$ cat src/rtl/det_release_unit.sv
module det_release_unit #(
  parameter int DATA_W = 8,
  parameter int THETA1 = 2,
  parameter int THETA2 = 5,
  parameter int RHO    = 1,
  parameter int DEPTH  = 4
) (
  input  logic              clk,
  input  logic              rst_n,
  input  logic              rx_valid,
  input  logic [DATA_W-1:0] rx_data,
  output logic              rel_valid,
  output logic [DATA_W-1:0] rel_data,
  output logic [31:0]       dom_cnt,
  output logic              err
);
  localparam int W     = THETA2 - THETA1 + 1;
  localparam int PH_W  = $clog2(W + 1);
  localparam int PTR_W = (DEPTH > 1) ? $clog2(DEPTH) : 1;
  localparam int CQ_W  = $clog2(DEPTH + 1);
  localparam int PH0   = (W - ((THETA1 + RHO) % W)) % W;
  localparam logic [PH_W-1:0]  PH_LAST  = PH_W'(W - 1);
  localparam logic [PH_W-1:0]  PH_INIT  = PH_W'(PH0);
  localparam logic [PTR_W-1:0] PTR_LAST = PTR_W'(DEPTH - 1);
  localparam logic [CQ_W-1:0]  FULL     = CQ_W'(DEPTH);
  localparam logic [31:0]      SPAN     = 32'(THETA2 - THETA1);

  logic [PH_W-1:0]   phase;
  logic [DATA_W-1:0] data_q [DEPTH];
  logic [31:0]       stamp_q [DEPTH];
  logic [PTR_W-1:0]  wr_ptr, rd_ptr;
  logic [CQ_W-1:0]   count;

  logic [31:0] in_stamp;
  logic        empty, head_hit, bypass, push, overflow;

  // phase = (dom_cnt - THETA1 - RHO) mod W, so stamp = yR - THETA1 - phase + THETA2
  assign in_stamp = dom_cnt + SPAN - 32'(phase);
  assign empty    = (count == '0);
  assign head_hit = !empty && (stamp_q[rd_ptr] == dom_cnt);
  assign bypass   = empty && rx_valid && (in_stamp == dom_cnt);
  assign push     = rx_valid && !bypass && ((count != FULL) || head_hit);
  assign overflow = rx_valid && !bypass && (count == FULL) && !head_hit;

  assign rel_valid = head_hit || bypass;
  assign rel_data  = head_hit ? data_q[rd_ptr] : rx_data;

  always_ff @(posedge clk) begin
    if (!rst_n) begin
      dom_cnt <= '0;
      phase   <= PH_INIT;
    end else begin
      dom_cnt <= dom_cnt + 32'd1;
      phase   <= (phase == PH_LAST) ? '0 : phase + 1'b1;
    end
  end

  always_ff @(posedge clk) begin
    if (!rst_n) begin
      wr_ptr <= '0;
      rd_ptr <= '0;
      count  <= '0;
      err    <= 1'b0;
    end else begin
      if (push)     wr_ptr <= (wr_ptr == PTR_LAST) ? '0 : wr_ptr + 1'b1;
      if (head_hit) rd_ptr <= (rd_ptr == PTR_LAST) ? '0 : rd_ptr + 1'b1;
      if (push && !head_hit)      count <= count + 1'b1;
      else if (!push && head_hit) count <= count - 1'b1;
      if (overflow) err <= 1'b1;
    end
  end

  always_ff @(posedge clk) begin
    if (push) begin
      data_q[wr_ptr]  <= rx_data;
      stamp_q[wr_ptr] <= in_stamp;
    end
  end

  AST_CNT_STEP: assert property (@(posedge clk) disable iff (!rst_n)
    1'b1 |=> dom_cnt == $past(dom_cnt) + 32'd1);
  AST_REL_ON_SLOT: assert property (@(posedge clk) disable iff (!rst_n)
    rel_valid |-> phase == PH_LAST);
  AST_REL_SOURCE: assert property (@(posedge clk) disable iff (!rst_n)
    rel_valid |-> (!empty || rx_valid));
  AST_NO_OVERFLOW: assert property (@(posedge clk) disable iff (!rst_n)
    count <= FULL);
  AST_ERR_STICKY: assert property (@(posedge clk) disable iff (!rst_n)
    err |=> err);
endmodule

$ cat config.mk
export PLATFORM = sky130hd
export DESIGN_NAME = det_release_unit
export DESIGN_NICKNAME = d
export VERILOG_FILES = /design/src/rtl/det_release_unit.sv
export SDC_FILE = /design/constraint.sdc
export NUM_CORES = 1
export LEC_CHECK = 0
export BUFFER_PORTS_ARGS = -buffer_cell sky130_fd_sc_hd__buf_2
export CELL_PAD_IN_SITES_DETAIL_PLACEMENT = 1
export CELL_PAD_IN_SITES_GLOBAL_PLACEMENT = 2
export CORE_MARGIN = 2
export CORE_UTILIZATION = 40
export CTS_CLUSTER_DIAMETER = 60
export CTS_CLUSTER_SIZE = 14
export DETAILED_ROUTE_END_ITERATION = 8
export GPL_ROUTABILITY_DRIVEN = 0
export HOLD_SLACK_MARGIN = 0.08
export PLACE_DENSITY_LB_ADDON = 0.05
export SETUP_SLACK_MARGIN = 0.5
export SYNTH_ARGS = -nofsm -noshare
export SYNTH_HDL_FRONTEND = slang
export SYNTH_SLANG_ARGS = --single-unit
$ cat constraint.sdc
create_clock -name clk -period 14 [get_ports clk]
set_clock_uncertainty 0.1 [all_clocks]
set_input_delay 0 -clock clk [delete_from_list [all_inputs] [get_ports clk]]
set_output_delay 0 -clock clk [all_outputs]
set_load 0.02 [all_outputs]
# ---- After elaboration in Yosys (flattened, before gate mapping)
# Memories as Yosys holds them, arrays and structs flattened. A register that Yosys moved wholly into a read port is not among the register bits.
# Cells that the tools add are included.
dict set report totals {
  ram_bits 160
  output_inout_bits 42
  mem_count 2
  in_bits 11
  register_bits 43
  elab_cells 55
}
dict set report classes {
  mux 12
  bitwise 1
  reduce_logical 18
  eq_ne 7
  add_sub_neg 8
}
# name depth word_bits rd rd_ports_with_merged_regs wr line
set memory_table {}
lappend memory_table {stamp_q 4 32 1 1 1 30} ;# logic [31:0] stamp_q [DEPTH];
lappend memory_table {data_q 4 8 1 1 1 29} ;# logic [DATA_W-1:0] data_q [DEPTH];
# cell n
set op_table {}
lappend op_table {{== test 32 bit} 2}
lappend op_table {{adder 32 x 1 -> 32 bit, second input constant} 1}
lappend op_table {{adder 32 x 2 -> 32 bit, second input constant} 1}
lappend op_table {{subtractor 32 x 3 -> 32 bit} 1}
lappend op_table {{2-to-1 mux 2 bit} 6}
lappend op_table {{logical AND 1 bit} 9}
lappend op_table {{2-to-1 mux 8 bit} 1}
lappend op_table {{adder 3 x 1 -> 3 bit, second input constant} 2}
lappend op_table {{2-to-1 mux 3 bit} 2}
lappend op_table {{adder 2 x 1 -> 2 bit, second input constant} 2}
lappend op_table {{== test 2 bit, second input constant} 2}
lappend op_table {{zero test 1 bit} 4}
lappend op_table {{== test 3 x 2 -> 1 bit, second input constant} 1}
lappend op_table {{== test 3 bit, second input constant} 1}
lappend op_table {{zero test 3 bit} 1}
lappend op_table {{2-to-1 mux 1 bit} 3}
lappend op_table {{!= test 3 bit, second input constant} 1}
lappend op_table {{subtractor 3 x 1 -> 3 bit, second input constant} 1}
lappend op_table {{logical OR 1 bit} 2}
lappend op_table {{nonzero test 2 bit} 1}
lappend op_table {{OR reduction 2 bit} 1}
lappend op_table {{inverter 1 bit} 1}

# ---- Longest topological paths before layout
# Gate-level depths: netlist (run 1).
dict set report depth {
  ltp_word 11
  depth_mapped 21
  ltp_nobuf 21
}

# ---- Worst setup path before layout (run 1)
# No wires, ideal clock.
dict set report synth_path {
  path_kind {register to register}
  from {reg dom_cnt[13]}
  to {mem data_q[3][0] (enable)}
  path_buffers 2
  slack_ns 8.946
  required_ns 13.499
  setup_time_ns 0.401
  arrival_ns 4.552
  stages_incl_launch_ff 16
  period_less_slack_ns 5.054
  path_cell_list {dfxtp_1 > clkbuf_1 > inv_1 > ha_1 > buf_2 > a21oi_1 > o21ai_0 > a21o_1 > o31a_1 > a221oi_2 > a21oi_1 > xor2_1 > mux2i_1 > nor3_2 > a311oi_2 > and2_1}
}
dict set report synth_via {
  elab_chain_len 9
  elab_cells_between_ends 12
  classes_between {add/sub (2); eq/ne (2); mux (2); reduce/logical (6)}
}
# item line
set synth_rtl {}
lappend synth_rtl {{start: declaration} 14} ;# output logic [31:0] dom_cnt,
lappend synth_rtl {{start signal: assignment} 53} ;# dom_cnt <= dom_cnt + 32'd1;
lappend synth_rtl {{adder 32 x 2 -> 32 bit} 38} ;# assign in_stamp = dom_cnt + SPAN - 32'(phase);
lappend synth_rtl {{subtractor 32 x 3 -> 32 bit} 38}
lappend synth_rtl {{net in_stamp[30]} 34} ;# logic [31:0] in_stamp;
lappend synth_rtl {{== test 32 bit} 41} ;# assign bypass = empty && rx_valid && (in_stamp == dom_cnt);
lappend synth_rtl {{logical AND 1 bit} 41}
lappend synth_rtl {{zero test 1 bit} 42} ;# assign push = rx_valid && !bypass && ((count != FULL) || head_hit);
lappend synth_rtl {{logical AND 1 bit (2 in a row)} 42}
lappend synth_rtl {{net push} 35} ;# logic empty, head_hit, bypass, push, overflow;
lappend synth_rtl {{2-to-1 mux 1 bit} 74} ;# if (push) begin
lappend synth_rtl {{2-to-1 mux 1 bit (not written as such)} 75} ;# data_q[wr_ptr] <= rx_data;
lappend synth_rtl {{end: declaration} 29}
# The timed path passes the listed nets, and every way through them passes these cells.

==> results of run 1 <==
## critical path: cells and delay by family (launching register included)
kind	cells	cell delay, ps
simple gates	4	2800
mux	1	670
buf+inv	1	640
flops	1	320
xor+xnor	1	400
compound gates	1	720
## cell usage in the layout, fill, tap and decap left out, drive strengths merged, types with 4 or more instances in the layout
cell	netlist	final
xnor2	96	96
a21o	11	11
nand4	27	27
clkbuf	14	28
ha	70	70
nor2	35	35
edfxtp	160	160
nor2b	7	7
a31oi	4	4
nor3	18	18
nor4	4	4
o21a	7	7
nand2	51	51
o21ai	23	23
inv	50	56
mux2i	5	5
mux2	8	8
a221oi	4	4
nand3	18	18
and2	42	42
xor2	24	24
a21oi	33	33
clkinv	0	6
mux4	40	40
buf	20	56
dlygate4sd3	0	10
or3	4	4
and3	7	7
dfxtp	45	45
## cell usage after synthesis, drive strengths merged, types with 23 or more instances
| master | instances |
|---|---|
| a21oi | 33 |
| o21ai | 23 |
| nand4 | 27 |
| edfxtp | 160 |
| xnor2 | 96 |
| nand2 | 51 |
| dfxtp | 45 |
| xor2 | 24 |
| and2 | 42 |
| mux4 | 40 |
| nor2 | 35 |
| inv | 50 |
| ha | 70 |
## area by class of cell
type / count / area (um2)
Fill cell: 2859 / 14900
Sequential cell: 205 / 5710
Multi-Input combinational cell: 593 / 5070
Clock buffer: 28 / 626
Tap cell: 378 / 473
Timing Repair Buffer: 66 / 390
Clock inverter: 16 / 205
Inverter: 50 / 188
## how the worst max path moves through the flow
stage	to	startpoint	slack [ps]	cells past startpoint
6_report	stamp_q[0][4]$_DFFE_PP_	register	7870	8
5_1_grt	stamp_q[1][25]$_DFFE_PP_	register	7480	8
4_1_cts	stamp_q[1][25]$_DFFE_PP_	register	7790	8
3_5_place_dp	stamp_q[0][9]$_DFFE_PP_	register	7820	8
3_3_place_gp	stamp_q[1][7]$_DFFE_PP_	register	7890	8
2_1_floorplan	data_q[3][0]$_DFFE_PP_	dom_cnt[13]$_SDFF_PN0_	8950	15
## kinds of logic (layout without fill, tap and decap cells)
family,after synthesis,in the layout,share of synthesized area
AND/OR/NAND/NOR,228,228,0.108
flip-flops,205,205,0.514
XOR/XNOR,123,123,0.101
AO/OA/AOI/OAI,117,117,0.0715
buffers and inverters,84,160,0.0302
adder cells (fa/ha/maj),72,72,0.0824
multiplexers,53,53,0.0937
## power breakdown
group / internal (W) / switching [W] / leakage, nW
clock: 0.000385 / 0.000271 / 0.409
combinational: 0.0000921 / 0.000152 / 2.57
sequential: 0.000732 / 0.0000170 / 1.86
## flip-flops by register name, indices dropped and copies added (netlist names), named ones only
signal   count
rd_ptr       2
phase        3
err          1
count        3
stamp_q    128
dom_cnt     32
data_q      32
wr_ptr       2
## per-stage QoR
stage	instances	hold WS, ps
after global placement	1282	127
after CTS	1336	116
after floorplan	882	-1.13
final	1336	144
after global routing	1336	155
after detailed placement	1282	140
## per-layer routing
| metal | part of all wire | up-vias |
|---|---|---|
| li1 | - | 3363 |
| met1 | 0.48 | 3657 |
| met2 | 0.47 | 109 |
| met3 | 0.034 | 35 |
| met4 | 0.015 | 0 |
| met5 | 0 | - |
==> results.md, run 1 <==
- Post-route minimum period: 6130 ps
- Post-CTS setup buffers: 0
- CP startpoint kind: register
- Yosys warning total: 0
- Final WS setup: 7870 ps
- Tot Pwr: 0.00165 W
- Port buffer count: 52
- Yosys top cell by area: edfxtp_1
- Core area: 27600 um2
- Crit. End Element: register
- Largest cells by area after synthesis: edfxtp_1, dfxtp_1, mux4_2
- Slowest-stage cell, CP: and2_2
- Crit-path max FO: 40
- Congestion Overflow GR: 0
- Mapped Cells: 882
- Slew margin rel.: 0.197
- Synthesized cell area: 11100 um2
- RSZ-0062 raised after global routing: no
- Cts hold-fix bufs: 10
- ANT cells: 0
- Area share of the largest cell type after synthesis: 0.432
- Post-Syn Nets: 965
- Final WL: 30400 um
- Sequential fraction of the synthesis area: 0.514
- # IOs: 53
- First-pass GRT wire length: 46800 um
- Initial antenna violation count: 0
- Place WS: 7820 ps
- Critical Path AT: 6160 ps
- DRT iter0 DRCs: 487
- Clock Path Buffers: 3
- PD cells: 130 nW/um2
- Largest net degree at the start of global routing: 46
- Syn_area_per_cell: 12.6 um2
- Routed WL per cell: 22.8 um
- Placed Area: 11700 um2
- Die area: 29100 um2
- Drt pass-1 iters: 4
- CP peak stage delay: 1050 ps
- Max Slew Vio Count: 0
- CTS tree: done
- Number of H-tree levels: 1
- Final Core Density: 0.460
- Layout cells sized above 1: 0.168
- Num CTS Buffers: 24
- GR peak layer: met2
- Die W: 171 um
- Post_cts resized: 0
- FP Rows: 61
- DRC: 0
- Tcrit/Tclk final: 0.438
- Critical R2R Capture: stamp_q[0][4]$_DFFE_PP_
- Final setup vio count: 0
- WHS Path Cells: 2
- M1 GR Usage: 0.303
- Clock Sink Count: 205
- Synth unique cells: 69
- R2R setup slack: 7870 ps
- CTS Root Cell: clkbuf_16
- Maximum vdd drop: 0.0809 mV
- All-Layer GR Usage: 0.213
- Via count: 7164
- Leakage power: 4.84 nW
- Slew @ Worst Pin: 1200 ps
- Met2 usage: 0.354
- Clock latency on the worst-skew pair: 540 ps
- Chip height: 171 um
- Cell chain of the critical path: buf_4 > mux4_2 > xnor2_1 > nand4_1 > nor4_1 > nand3_1 > a311oi_2 > and2_2
- Final hold viol count: 0
- Vias in the first global route: 7601
- Final non-filler cell area: 12700 um2
- Hold EP: data_q[0][4]$_DFFE_PP_
- Nets: 1023
- MaxCap Viol Count: 0
- FFs w/ async S/R, synth: 0
- Hold path startpoint: rx_data[4]
- Total negative slack: 0 ps
- Clk pin slew, worst setup/hold paths: 60 ps
- Ys flop type: edfxtp_1
- Min-delay worst type: in -> reg
- Reg2Reg Depth: 8
- WS Path Type: reg -> reg
- Vias per cell: 5.36
- Flops & latches, synth: 205
- Initial cell density of the core: 0.403
- Outcome: complete, no violations
- Layout Area Growth over Synthesis: 14.0%
- Number of flops mapped to enable cells by yosys: 160
- Fmax: 163 MHz
- DP HPWL: 21600 um
- Final ANT Viol Nets: 0
- Met3 usage: 0.0248
- Critical path required time: 14040 ps
Note: power is estimated with default switching activity, not from simulation.
==> inputs of run 2 (changes only) <==
Clock period 14 ns to 6.3 ns, I/O delays scaled along.
==> run 2 against run 1 <==
  * Fmax increased by 13%
  * Cell count rose by 0.97%
  * Combinational power increased by 130%
  * Register-to-register slack worse by 7000 ps
  * Power is 120% higher
  * Die area did not move
  * Critical path type unchanged
  * Largest cell class unchanged
  * Largest power group unchanged
==> results.md, run 2 (same netlist as run 1, synthesis figures left out) <==
- Outcome: complete, no violations
- Clock Path Buffers: 3
- Nets: 1036
- Largest regs: stamp_q (128), data_q (32), dom_cnt (32)
- First-pass GRT wire length: 46400 um
- Final setup vio count: 0
- Clock latency on the worst-skew pair: 530 ps
- Worst R2R Start: phase[1]$_SDFF_PP0_
- PD cells: 280 nW/um2
- R2R setup slack: 870 ps
- Post-route minimum period: 5430 ps
- Crit-path max FO: 7
- Critical Path AT: 5790 ps
- CTS Root Cell: clkbuf_16
- Slowest-stage cell, CP: fa_2
- Final Core Density: 0.467
- Via count: 7197
- Final ANT Viol Nets: 0
- Crit. End Element: register
- Hold EP: data_q[0][0]$_DFFE_PP_
- Post-CTS setup buffers: 0
- DRC: 0
- # IOs: 53
- Final non-filler cell area: 12900 um2
- WS Path Type: reg -> reg
- Most frequent CP cell: inv_1
- Leakage power: 4.92 nW
- Reg2Reg Depth: 21
- Total negative slack: 0 ps
- Die W: 171 um
- CTS tree: done
- Routed WL per cell: 22.4 um
- Vias per cell: 5.34
- Max Slew Vio Count: 0
- Clock Sink Count: 205
- ANT cells: 0
- Fillers: 2852
- Layout cells sized above 1: 0.189
- MaxCap Viol Count: 0
- RSZ-0062 raised after global routing: no
- Number of H-tree levels: 1
- DP HPWL: 21900 um
- Largest net degree at the start of global routing: 46
- Most flop-heavy register: stamp_q
- Chip height: 171 um
- Num CTS Buffers: 24
- Most common cell after layout, fill and taps aside: edfxtp_1
- Congestion Overflow GR: 0
- Die area: 29100 um2
- DRT iter0 DRCs: 484
- Final hold viol count: 0
- Layout Area Growth over Synthesis: 15.7%
- Tcrit/Tclk final: 0.862
- Critical path required time: 6650 ps
- Fmax: 184 MHz
- CP peak stage delay: 580 ps
- Vias in the first global route: 7608
- Placed Area: 11900 um2
- CP startpoint kind: register
- Final WL: 30300 um
- Initial cell density of the core: 0.403
- WHS Path Cells: 2
- Slew @ Worst Pin: 850 ps
- Slew margin rel.: 0.434
- All-Layer GR Usage: 0.212
- Number of flip-flops in the largest register: 128
- Clk pin slew, worst setup/hold paths: 70 ps
- Min-delay worst type: in -> reg
- Initial antenna violation count: 0
- Cell chain of the critical path: inv_1 > ha_1 > ha_2 > inv_1 > fa_2 > xor2_2 > nand3_1 > nor4b_4 > o21ai_0 > nor4_1 > nand4_1 > or4_4 > or4b_4 > nor3_4 > a311oi_4 > ha_2 > inv_1 > fa_1 > xor2_1 > or3_1 > a21boi_0
- Maximum vdd drop: 0.202 mV
- Drt pass-1 iters: 5
- FP Rows: 61
- Critical R2R Capture: count[2]$_SDFFE_PN0P_
- Port buffer count: 52
- Commonest cells after routing, fill and taps aside: edfxtp_1, xnor2_1, ha_1
- Hold path startpoint: rx_data[0]
- Core area: 27600 um2
==> run 2: changes by cell type in the layout (fill, tap and decap cells not counted), moves of 4 or more <==
| cell | before | now |
|---|---|---|
| buf_12 | 0 | 6 |
| buf_4 | 4 | 10 |
| dfxtp_1 | 43 | 38 |
| dfxtp_2 | 2 | 7 |
| clkinv_2 | 4 | 0 |
==> run 2: per-layer routing <==
layer	wire length (um)	global-route usage
met5	0	0
met4	478	0.0472
met3	1240	0.0301
met2	14400	0.355
met1	14100	0.293
==> run 2: worst max-delay path, delay by kind of cell (launching register included) <==
| family | cells | cell delay (ps) |
|---|---|---|
| AND/OR/NAND/NOR | 8 | 2550 |
| adder cells (fa/ha/maj) | 5 | 1500 |
| AO/OA/AOI/OAI | 3 | 400 |
| flip-flops | 1 | 360 |
| XOR/XNOR | 2 | 250 |
| buffers and inverters | 3 | 190 |
==> run 2: worst max path at each step <==
stage,start,to,slack [ps],cells past startpoint
6_report,phase[1]$_SDFF_PP0_,count[2]$_SDFFE_PN0P_,870,21
3_3_place_gp,dom_cnt[2]$_SDFF_PN0_,count[2]$_SDFFE_PN0P_,640,19
4_1_cts,dom_cnt[2]$_SDFF_PN0_,count[2]$_SDFFE_PN0P_,590,19
3_5_place_dp,dom_cnt[2]$_SDFF_PN0_,count[2]$_SDFFE_PN0P_,480,19
2_1_floorplan,dom_cnt[13]$_SDFF_PN0_,data_q[3][0]$_DFFE_PP_,1250,15
5_1_grt,dom_cnt[2]$_SDFF_PN0_,count[2]$_SDFFE_PN0P_,520,20
==> run 2: stage by stage <==
stage	instances	power (W)	hold WS, ps	setup slack, ps
after global placement	1294	0.00222	123	635
final	1349	0.00360	138	868
after detailed placement	1294	0.00225	141	483
after CTS	1349	0.00362	115	586
after floorplan	882	0.00204	-1.13	1250
after global routing	1349	0.00374	133	519
==> run 2: cell type report <==
type                            count  area (um2)  share of cell area
Clock buffer                       32         651              0.0506
Clock inverter                     12         124             0.00963
Inverter                           50         188              0.0146
Multi-Input combinational cell    593        5140               0.400
Sequential cell                   205        5710               0.444
Tap cell                          378         473              0.0368
Timing Repair Buffer               79         566              0.0440
==> run 2: power by group <==
| part | switching, W | internal [W] | total [W] | leakage (nW) |
|---|---|---|---|---|
| registers | 0.0000393 | 0.00162 | 0.00166 | 1.86 |
| logic | 0.000350 | 0.000224 | 0.000573 | 2.67 |
| clock network | 0.000607 | 0.000753 | 0.00136 | 0.376 |
==> run 2: repair_timing <==
item,CTS,global route
endpoints found under the setup margin,2,75
hold buffers,11,0
resized for setup,1,16
endpoints found under the hold margin,38,0
pin swaps,0,3
==> inputs of run 3 (changes only) <==
==> constraint.sdc (replaced) <==
create_clock -name clk -period 6.3 [get_ports clk]
set_clock_uncertainty 0.1 [all_clocks]
set_input_delay 1.26 -clock clk [delete_from_list [all_inputs] [get_ports clk]]
set_output_delay 1.26 -clock clk [all_outputs]
set_load 0.02 [all_outputs]
==> run 3 against run 2 <==
  * Cell count is 0.30% lower
  * Register-to-register slack better by 130 ps
  * Clock power is 4% lower
  * Sequential share of layout area is 0.63 points lower
  * First-iteration DRC count is 24% lower
  * Power is 0.32% lower
  * Via count is 1.9% higher
  * Non-clock buffer count is 1 higher
  * Core utilization is 0.90 points higher
  * Wire length is 1.0% higher
  * Flip-flop and latch count stayed put
  * Combinational power is 7.7% higher
  * Largest power group unchanged
==> results.md, run 3 (same netlist as run 1, synthesis figures left out) <==
- FP Rows: 61
- Die W: 171 um
- CP startpoint kind: register
- Reg2Reg Depth: 19
- Vias per cell: 5.45
- Critical Path AT: 4300 ps
- WHS Path Cells: 1
- ANT cells: 0
- Layout Area Growth over Synthesis: 18.0%
- First-pass GRT wire length: 46700 um
- Total negative slack: 0 ps
- Crit-path max FO: 4
- Initial antenna violation count: 0
- Number of flip-flops in the largest register: 128
- DP Cell Count: 1295
- Slew @ Worst Pin: 817 ps
- Critical R2R Capture: count[2]$_SDFFE_PN0P_
- Crit. End Element: output port
- Congestion Overflow GR: 0
- Hold_ws: 382 ps
- Final ANT Viol Nets: 0
- Clk pin slew, worst setup/hold paths: 60 ps
- Slowest-stage cell, CP: fa_2
- Met2 usage: 0.359
- Die area: 29100 um2
- Clk pwr share: 0.364
- MaxCap Viol Count: 0
- Max Slew Vio Count: 0
- Leakage power: 5.00 nW
- WS Path Type: reg -> out
- Sw Share: 0.263
- Worst R2R Start: dom_cnt[7]$_SDFF_PN0_
- Initial cell density of the core: 0.403
- Largest net degree at the start of global routing: 46
- Chip height: 171 um
- Largest regs: stamp_q (128), data_q (32), dom_cnt (32)
- Final Core Density: 0.476
- Vias in the first global route: 7706
- Slew margin rel.: 0.455
- CTS Root Cell: clkbuf_16
- GR peak layer: met2
- Drt pass-1 iters: 4
- DRT iter0 DRCs: 370
- Most common cell after layout, fill and taps aside: edfxtp_1
- Final hold viol count: 0
- Core area: 27600 um2
- DRC: 0
- Cts hold-fix bufs: 0
- M1 GR Usage: 0.300
- Cell chain of the critical path: inv_1 > ha_2 > ha_4 > inv_2 > fa_2 > xor2_1 > nand3_1 > nor4b_4 > o21ai_1 > nor4_1 > nand4_1 > or4_1 > or4b_4 > nor3_4 > a31o_1 > buf_6
- # IOs: 53
- Nets: 1035
- R2R setup slack: 1000 ps
- Buffers & Inverters on Critical Path: 3
- Clock Sink Count: 205
- Post-route minimum period: 5660 ps
- Internal power: 0.00264 W
- CP peak stage delay: 560 ps
- Maximum vdd drop: 0.205 mV
- PD cells: 274 nW/um2
- Port buffer count: 52
- Commonest cells after routing, fill and taps aside: edfxtp_1, xnor2_1, ha_1
- DP HPWL: 21500 um
- Hold EP: dom_cnt[0]$_SDFF_PN0_
- Met3 usage: 0.0224
- Reg power frac: 0.464
- Clock latency on the worst-skew pair: 520 ps
- Final setup vio count: 0
- Tcrit/Tclk final: 0.899
- Hold path startpoint: dom_cnt[0]$_SDFF_PN0_
- Outcome: complete, no violations
- Number of H-tree levels: 1
- Comb power frac: 0.172
- Num CTS Buffers: 22
- Critical path required time: 4940 ps
- Fmax: 177 MHz
- Final cell count without fillers: 1345
- CTS tree: done
- All-Layer GR Usage: 0.214
- Via count: 7334
- Top delay family on crit path: simple AND/OR/NAND/NOR gates
- Most flop-heavy register: stamp_q
- Clock Path Buffers: 3
- Layout cells sized above 1: 0.261
- Net Sw Power: 0.000943 W
- Final WL: 30600 um
- Routed WL per cell: 22.7 um
- RSZ-0062 raised after global routing: no
- Min-delay worst type: reg -> reg
-- run 3: changes by cell type in the layout (fill, tap and decap cells not counted), sizes merged --
cell	delta
clkinv	+2
dlygate4sd3	-11
clkbuf	-4
bufinv	+1
clkinvlp	+1
buf	+12
inv	-5
-- run 3: worst max-delay path by stage --
stage	startpoint	end	slack, ps	cells past startpoint
floorplan	dom_cnt[2]$_SDFF_PN0_	rel_valid	1080	13
global placement	dom_cnt[2]$_SDFF_PN0_	rel_valid	680	14
detailed placement	dom_cnt[2]$_SDFF_PN0_	rel_valid	410	14
CTS	phase[1]$_SDFF_PP0_	rel_valid	500	16
global route	phase[0]$_SDFF_PN1_	rel_valid	510	16
finish	phase[0]$_SDFF_PN1_	rel_valid	640	16
-- run 3: layer usage --
layer,vias up,share of wire
li1,3369,-
met2,137,0.49
met4,0,0.016
met5,-,0
met3,33,0.035
met1,3795,0.46
-- run 3: timing repair --
action / 4_1_cts / 5_1_grt
setup buffers: 5 / 6
setup endpoints to repair: 1 / 2
pin swaps: 12 / 10
resized for setup: 40 / 53
-- run 3: layout make-up --
cell class | count | area (um2)
sequential | 205 | 5740
tap | 378 | 473
inverter | 50 | 188
clock inverter | 11 | 97.6
clock buffer | 28 | 634
fill | 2817 | 14400
multi-input combinational | 593 | 5430
timing repair buffer | 80 | 539
-- run 3: power by group through the flow --
stage	sequential [W]	combinational [W]	clock, W
6_report	0.00166	0.000617	0.00131
5_1_grt	0.00167	0.000671	0.00139
4_1_cts	0.00166	0.000587	0.00134
3_5_place_dp	0.00169	0.000547	0
3_3_place_gp	0.00168	0.000528	0
2_1_floorplan	0.00168	0.000355	0
-- run 3: per-stage QoR --
stage	cell area [um2]	total power [W]	worst slack [ps]
detailed placement	11900	0.00224	410
CTS	12800	0.00359	497
global placement	11900	0.00221	684
finish	13100	0.00359	638
floorplan	11100	0.00204	1080
global route	13100	0.00374	509
